--- src/rtl/zbt_pkg.sv ---
// Shared constants and types for the zero-turnaround SRAM core.
// Assumes lanes of eight data bits plus one parity bit each.
package zbt_pkg;
    localparam int LANE_W  = 9;
    localparam int BURST_W = 2;

    typedef enum logic [1:0] {
        OP_IDLE  = 2'd0,
        OP_READ  = 2'd1,
        OP_WRITE = 2'd2
    } op_e;
endpackage

--- src/rtl/zbt_cmd_ctrl.sv ---
// Command decoder and burst counter.
// Presents the command issued at the coming edge: a load, a burst step or idle.
// Assumes ADDR_W > BURST_W. State moves only on edges with cke_n low.
module zbt_cmd_ctrl
    import zbt_pkg::*;
#(
    parameter int ADDR_W = 6
) (
    input  logic              clk,
    input  logic              rst_n,
    input  logic              cke_n,
    input  logic              sel,
    input  logic              adv_ld,
    input  logic              wr_n,
    input  logic [ADDR_W-1:0] addr,
    output op_e               cmd_op,
    output logic [ADDR_W-1:0] cmd_addr
);
    logic              burst_on;
    logic              burst_wr;
    logic [ADDR_W-1:0] burst_addr;
    logic [ADDR_W-1:0] step_addr;

    // next burst address: low bits wrap, upper bits held
    assign step_addr = {burst_addr[ADDR_W-1:BURST_W],
                        burst_addr[BURST_W-1:0] + BURST_W'(1)};

    // decode the command presented at this edge
    always_comb begin
        cmd_op   = OP_IDLE;
        cmd_addr = addr;
        if (!adv_ld) begin
            if (sel) cmd_op = wr_n ? OP_READ : OP_WRITE;
        end else if (burst_on) begin
            cmd_op   = burst_wr ? OP_WRITE : OP_READ;
            cmd_addr = step_addr;
        end
    end

    // burst state: latched at load, stepped on advance, cleared by deselect
    always_ff @(posedge clk) begin
        if (!rst_n) begin
            burst_on   <= 1'b0;
            burst_wr   <= 1'b0;
            burst_addr <= '0;
        end else if (!cke_n) begin
            if (!adv_ld) begin
                burst_on <= sel;
                if (sel) begin
                    burst_wr   <= !wr_n;
                    burst_addr <= addr;
                end
            end else if (burst_on) begin
                burst_addr <= step_addr;
            end
        end
    end
endmodule

--- src/rtl/zbt_pipe.sv ---
// Two-stage command pipeline between the issue edge and the data edge.
// Assumes the stages freeze whenever cke_n is high.
module zbt_pipe
    import zbt_pkg::*;
#(
    parameter int ADDR_W = 6
) (
    input  logic              clk,
    input  logic              rst_n,
    input  logic              cke_n,
    input  op_e               cmd_op,
    input  logic [ADDR_W-1:0] cmd_addr,
    output op_e               s1_op,
    output logic [ADDR_W-1:0] s1_addr,
    output op_e               s2_op,
    output logic [ADDR_W-1:0] s2_addr
);
    // shift the command one stage per enabled edge
    always_ff @(posedge clk) begin
        if (!rst_n) begin
            s1_op   <= OP_IDLE;
            s1_addr <= '0;
            s2_op   <= OP_IDLE;
            s2_addr <= '0;
        end else if (!cke_n) begin
            s1_op   <= cmd_op;
            s1_addr <= cmd_addr;
            s2_op   <= s1_op;
            s2_addr <= s1_addr;
        end
    end
endmodule

--- src/rtl/zbt_lane_array.sv ---
// Storage split into independent byte lanes.
// One write port with per-lane enables, one combinational read port.
// Assumes the memory content is not reset.
module zbt_lane_array
    import zbt_pkg::*;
#(
    parameter int LANES  = 4,
    parameter int ADDR_W = 6
) (
    input  logic                    clk,
    input  logic                    we,
    input  logic [LANES-1:0]        wlane,
    input  logic [ADDR_W-1:0]       waddr,
    input  logic [LANES*LANE_W-1:0] wdata,
    input  logic [ADDR_W-1:0]       raddr,
    output logic [LANES*LANE_W-1:0] rdata
);
    localparam int DEPTH = 1 << ADDR_W;

    for (genvar g = 0; g < LANES; g++) begin : g_lane
        logic [LANE_W-1:0] mem [DEPTH];

        // write one lane when enabled
        always_ff @(posedge clk) begin
            if (we && wlane[g]) mem[waddr] <= wdata[g*LANE_W +: LANE_W];
        end

        // read one lane
        assign rdata[g*LANE_W +: LANE_W] = mem[raddr];
    end
endmodule

--- src/rtl/zbt_sram_core.sv ---
// Top level of the pipelined zero-turnaround SRAM.
// The array is read one edge early into a buffer. A write at its data edge
// is forwarded lane by lane into that buffer.
// Assumes synchronous active-low reset and a single clock.
module zbt_sram_core
    import zbt_pkg::*;
#(
    parameter int LANES  = 4,
    parameter int ADDR_W = 6
) (
    input  logic                    clk,
    input  logic                    rst_n,
    input  logic                    cke_n,
    input  logic                    ce1_n,
    input  logic                    ce2_n,
    input  logic                    ce2,
    input  logic                    adv_ld,
    input  logic                    wr_n,
    input  logic [LANES-1:0]        bw_n,
    input  logic [ADDR_W-1:0]       addr,
    input  logic [LANES*LANE_W-1:0] din,
    output logic [LANES*LANE_W-1:0] dout,
    output logic                    dout_oe
);
    localparam int DW = LANES * LANE_W;

    logic              sel;
    op_e               cmd_op, s1_op, s2_op;
    logic [ADDR_W-1:0] cmd_addr, s1_addr, s2_addr;
    logic [DW-1:0]     arr_rdata, merged, rbuf;
    logic              fwd_hit;
    logic              arr_we;

    assign sel = !ce1_n && !ce2_n && ce2;

    zbt_cmd_ctrl #(.ADDR_W(ADDR_W)) u_ctrl (
        .clk(clk), .rst_n(rst_n), .cke_n(cke_n), .sel(sel),
        .adv_ld(adv_ld), .wr_n(wr_n), .addr(addr),
        .cmd_op(cmd_op), .cmd_addr(cmd_addr)
    );

    zbt_pipe #(.ADDR_W(ADDR_W)) u_pipe (
        .clk(clk), .rst_n(rst_n), .cke_n(cke_n),
        .cmd_op(cmd_op), .cmd_addr(cmd_addr),
        .s1_op(s1_op), .s1_addr(s1_addr),
        .s2_op(s2_op), .s2_addr(s2_addr)
    );

    assign arr_we = !cke_n && (s2_op == OP_WRITE);

    zbt_lane_array #(.LANES(LANES), .ADDR_W(ADDR_W)) u_array (
        .clk(clk), .we(arr_we), .wlane(~bw_n), .waddr(s2_addr),
        .wdata(din), .raddr(s1_addr), .rdata(arr_rdata)
    );

    assign fwd_hit = (s2_op == OP_WRITE) && (s2_addr == s1_addr);

    // lane-wise forward of the write landing at this edge
    for (genvar g = 0; g < LANES; g++) begin : g_fwd
        assign merged[g*LANE_W +: LANE_W] = (fwd_hit && !bw_n[g])
            ? din[g*LANE_W +: LANE_W] : arr_rdata[g*LANE_W +: LANE_W];
    end

    // read buffer, output data and output enable
    always_ff @(posedge clk) begin
        if (!rst_n) begin
            rbuf    <= '0;
            dout    <= '0;
            dout_oe <= 1'b0;
        end else if (!cke_n) begin
            rbuf    <= merged;
            dout_oe <= (s2_op == OP_READ);
            if (s2_op == OP_READ) dout <= rbuf;
        end
    end
endmodule

--- config.mk ---
export PLATFORM = sky130hd
export DESIGN_NAME = zbt_sram_core
export DESIGN_NICKNAME = d
export VERILOG_FILES = /design/src/rtl/zbt_pkg.sv /design/src/rtl/zbt_cmd_ctrl.sv /design/src/rtl/zbt_pipe.sv /design/src/rtl/zbt_lane_array.sv /design/src/rtl/zbt_sram_core.sv
export SDC_FILE = /design/constraint.sdc
export NUM_CORES = 2
export LEC_CHECK = 0
export BUFFER_PORTS_ARGS = -buffer_cell sky130_fd_sc_hd__buf_2
export CAP_MARGIN = 20
export CORE_ASPECT_RATIO = 0.8
export CORE_UTILIZATION = 40
export DETAILED_ROUTE_END_ITERATION = 7
export PLACE_DENSITY_LB_ADDON = 0.3
export SYNTH_ARGS = -nofsm -noshare
export SYNTH_HDL_FRONTEND = slang
export SYNTH_HIERARCHICAL = 1
export SYNTH_SLANG_ARGS = --single-unit
--- constraint.sdc ---
create_clock -name clk -period 3.3 [get_ports clk]
set_input_delay 0.495 -clock clk [delete_from_list [all_inputs] [get_ports clk]]
set_output_delay 0.495 -clock clk [all_outputs]
set_load 0.01 [all_outputs]
Yosys cells after proc, flatten, opt, wreduce, memory -nomap -nowiden

Memory sizes are Yosys's and may differ from the RTL's. A register that Yosys moved wholly into a read port is not among the register bits.
Index checks and enable logic that the tools add are counted.

RAM bits: 2304
Memories: 4
Register bits: 61

Add/subtract/negate cells: 1
Reductions and logical operators: 24
Eq/ne operators: 3
Multiplexer cells: 18
Bitwise operators: 3

Memories:

| name                  | depth | bits a word | read ports | clocked after Yosys merged registers in | wr ports | line                 | source |
|---|---|---|---|---|---|---|---|
| u_array.g_lane[0].mem | 64    | 9           | 1          | 1                                       | 1        | zbt_lane_array.sv:21 | `logic [LANE_W-1:0] mem [DEPTH];` |
| u_array.g_lane[1].mem | 64    | 9           | 1          | 1                                       | 1        | zbt_lane_array.sv:21 |  |
| u_array.g_lane[2].mem | 64    | 9           | 1          | 1                                       | 1        | zbt_lane_array.sv:21 |  |
| u_array.g_lane[3].mem | 64    | 9           | 1          | 1                                       | 1        | zbt_lane_array.sv:21 |  |

Operators by type and width:

| operator                                                              | number |
|---|---|
| 6-bit two-way mux                                                     | 4 |
| 1-bit logical NOT                                                     | 12 |
| 2-bit two-way mux                                                     | 6 |
| 1-bit two-way mux                                                     | 8 |
| 1-bit logical AND                                                     | 7 |
| 3-bit AND reduction                                                   | 2 |
| 4-bit NOT                                                             | 1 |
| 2-bit AND reduction                                                   | 2 |
| 2-bit by 1-bit adder with 2-bit output, second input constant         | 1 |
| 2-bit by 1-bit equality test with 1-bit output, second input constant | 1 |
| 2-bit equality test, second input constant                            | 1 |
| 2-bit by 1-bit != test with 1-bit output, second input constant       | 1 |
| 1-bit NOT                                                             | 2 |
| 2-bit nonzero test                                                    | 1 |

Logic depth before layout (Yosys ltp)

Depth after elaboration: 5
Depth in mapped cells: 12
Gate-level depth less buffers: 7

Cells and area by module

The synthesis kept the hierarchy.

Modules (own cells, without submodules):

| module         | times used | area each (um^2) | sequential area each (um^2) | cells an instance |
|---|---|---|---|---|
| zbt_lane_array | 1          | 88312.2          | 69186.4                     | 4030 |
| zbt_sram_core  | 1          | 3699.8           | 1461.4                      | 447 |
| zbt_pipe       | 1          | 615.6            | 320.3                       | 51 |
| zbt_cmd_ctrl   | 1          | 465.4            | 160.2                       | 51 |

Worst setup path after synthesis

No wires, ideal clock.

Path type: register to register
Start: register u_pipe.s1_addr[0]
End: register rbuf[34] (read register of u_array.g_lane[3].mem)
Stages on the path, launching flop included: 12
Period minus slack after synthesis: 2390 ps
Arrival time: 2254 ps
Required time: 3164 ps
Buffers on the path: 4
Path slack: 910 ps
Path through: dfxtp_1 buf_2 buf_6 buf_4 buf_2 mux4_2 a221oi_1 o21ai_0 nand2_1 nor2_1 o41ai_1 a31oi_1

RTL lines:

| what                   | line                | source |
|---|---|---|
| start, declared        | zbt_pipe.sv:14      | `output logic [ADDR_W-1:0] s1_addr,` |
| start signal, assigned | zbt_pipe.sv:27      | `s1_addr <= cmd_addr;` |
| end, declared          | zbt_sram_core.sv:30 | `logic [DW-1:0] arr_rdata, merged, rbuf;` |

==> key figures <==
Logic synthesis
  • Synth top area share: 0.743
  • Synth warn: 6
  • Synthesized instance count: 4579
  • Synth Register Bits: 2401
  • Avg Synthesized Cell Area: 20.3 um^2
  • Area contributors post-synth: edfxtp_1 74%, mux4_2 14%, dfxtp_1 2.1%
  • Yosys cell types: 63
  • Cell with the most instances after synthesis: edfxtp_1
  • Ys flop type: edfxtp_1
  • Mapped Area: 93100 um^2
  • Register area share after synthesis: 0.764
  • Syn nets: 4633
  • Largest area contributor in the netlist: edfxtp_1
  • EDFF count, synth: 2304
  • Asr flop ratio synth: 0
  • Post-synth top cells: 2304 x edfxtp_1, 564 x mux4_2, 299 x nor2_1, 200 x nand2_1, 165 x clkbuf_1

STA
  • Hold Slack: 0.0640 ns
  • Fin crit share: 1.00
  • Slew margin rel.: 0.296
  • Layout Skew: 0.0623 ns
  • PnR worst setup slack: -0.00924 ns
  • FMAX: 0.302 GHz
  • Worst Tran Pin Value: 1.05 ns
  • Final setup fails: 1
  • Hold Vio Cnt, Final: 0
  • Final slew viol count: 0
  • Post-layout minimum cycle time: 3.31 ns
  • RSZ-0062 raised after global routing: false

GRT
  • Largest net degree at the start of global routing: 73
  • Grt ovf: 0
  • First-pass GRT wire length: 384 mm
  • Number of global-route vias before repair: 48659
  • Initial antenna violation count: 34
  • Total GRT Usage: 0.235

Clocking
  • Num CTS Buffers: 223
  • Clk buf depth: 3
  • Insertion delay to the later sink of the worst-skew pair: 0.87 ns
  • Setup Buffers After CTS: 0
  • # clock sinks: 2401
  • Reg clk slew, reported paths: 0.07 ns
  • TritonCTS clock tree: built
  • H-tree Lvls: 4
  • Root Driver: clkbuf_16

Setup path
  • Arrival @ worst endpoint: 4.08 ns
  • Crit path max fanout: 19
  • Worst setup SP type: flip-flop
  • WS Path Type: flip-flop to flip-flop
  • Crit end category: flip-flop
  • Critical path data required time: 4.07 ns

Placement
  • Number of port buffers: 90
  • Global placer's final weighted congestion: 0.895
  • Setup WS pre-CTS: 0.00504 ns
  • Dpl hpwl: 183 mm

Worst hold path
  • Hold WC Path Type: input port to flip-flop

Job
  • # Max-Cap Violations: 0

Pwr
  • Power Total: 0.0634 W
  • P per Cell Area: 587 nW/um^2
  • VDD IR-drop max: 0.000567 V
  • Leak Pwr: 33.4 nW

Status
  • Failing checks: design-rule violations, negative setup slack
  • Status: complete, but fails checks

Floorplanning
  • Initial Util: 0.402
  • Height of the die: 433 um
  • Row Count: 158
  • Core area: 231000 um^2
  • Die area: 235000 um^2
  • IO Pins: 91
  • Die Wd: 541 um

Cells and area
  • Final design utilization: 0.467
  • Fill cell count: 19221
  • Final layout net count: 5174
  • Share of post-route cells with drive strength above 1: 0.292
  • Area Growth Syn to Fin: 16.0%

Routing
  • Routed Antenna Nets: 0
  • Per-cell routed wire length: 32.7 um
  • Routed vias/inst: 5.96
  • Residual DRC: 10
  • Via Count: 50414
  • Starting DRC count in detailed routing: 7813
  • Total wire length: 277 mm
  • Drt pass-1 iters: 8
==> cells in the final DEF (no fill, tap or decap), drive strengths merged, types with 38 or more instances in the layout <==
cell type / instances
clkinv: 85
a21boi: 38
edfxtp: 2304
nand2: 200
mux4: 564
dfxtp: 97
o21ai: 64
clkbuf: 294
nor2b: 38
mux2i: 104
o22ai: 156
buf: 605
nor2: 300
==> worst max-delay path: stages (launching register included) <==
cell and delay (ns):
dfxtp_4 0.68, nand2b_1 0.60, o22ai_1 0.22, a2111oi_1 0.92, buf_4 0.25, a2111oi_0 0.07
nor3_1 0.15, o41ai_1 0.10, a31oi_1 0.19
==> layer usage <==
metal | wire length (um) | global-route usage | vias up
li1 | - | - | 20173
met2 | 118000 | 0.332 | 2956
met5 | 217 | 0 | -
met1 | 115000 | 0.345 | 26803
met3 | 36000 | 0.0805 | 448
met4 | 7570 | 0.0639 | 34
==> worst paths after layout <==
| kind | depth (start not counted) | slack [ns] | from | to |
|---|---|---|---|---|
| worst max-delay path | 8 | -0.009 | u_pipe/s1_addr[1]$_SDFFE_PN0N_ | rbuf[28]$_SDFFE_PN0N_ |
| worst min-delay path | 1 | 0.06 | din[33] | u_array/g_lane[3].mem[37][6]$_DFFE_PP_ |
| worst max register to register | 8 | -0.009 | u_pipe/s1_addr[1]$_SDFFE_PN0N_ | rbuf[28]$_SDFFE_PN0N_ |
| worst min register to register | 2 | 0.46 | dout[19]$_SDFFE_PN0P_ | dout[19]$_SDFFE_PN0P_ |
==> cell type report <==
type,instances,area (um^2),area share
Sequential cell,2401,71100,0.659
Multi-Input combinational cell,1871,20600,0.191
Clock buffer,294,6070,0.0561
Timing Repair Buffer,612,4880,0.0452
Tap cell,3120,3900,0.0361
Clock inverter,125,1340,0.0124
Antenna cell,19,47.5,0.000440
Inverter,11,41.3,0.000382
==> logic make-up (layout without fill, tap and decap cells) <==
family          Yosys count  count (layout)  share of synthesized area
compound gates          463             463                     0.0337
xor+xnor                  4               4                   0.000376
buf+inv                 307            1042                     0.0153
flops                  2401            2401                      0.764
mux                     697             697                      0.151
other cells               0              19                          0
simple gates            707             707                     0.0354
==> timing repair <==
action                                  CTS  global route
hold buffers                              7             0
endpoints found under the hold margin     7             0
resized for setup                         1             0
endpoints found under the setup margin    1             0
==> metrics by stage <==
stage / instances / area (um^2) / setup TNS (ns)
5_1_grt: 8434 / 108000 / 0
3_5_place_dp: 8008 / 101000 / 0
3_3_place_gp: 8006 / 100000 / -0.0824
6_report: 8453 / 108000 / -0.00924
2_1_floorplan: 4579 / 93100 / 0
4_1_cts: 8434 / 108000 / 0
==> where the power goes <==
part | total [W] | internal, W | switching, W | leakage (nW)
logic | 0.00358 | 0.00134 | 0.00224 | 8.28
clock network | 0.0262 | 0.0149 | 0.0113 | 3.61
registers | 0.0336 | 0.0334 | 0.000201 | 21.5
total | 0.0634 | 0.0496 | 0.0138 | 33.4
==> registers in the layout, indices dropped and copies added (netlist names) <==
signal and flops:
dout 36, u_ctrl/burst_wr 1, rbuf 36, dout_oe 1
u_pipe/s1_op 2, u_pipe/s2_op 2, u_ctrl/burst_on 1, u_ctrl/burst_addr 6
u_pipe/s2_addr 6, u_array/g_lane.mem 2304, u_pipe/s1_addr 6
Note: power is estimated with default switching activity, not from simulation.
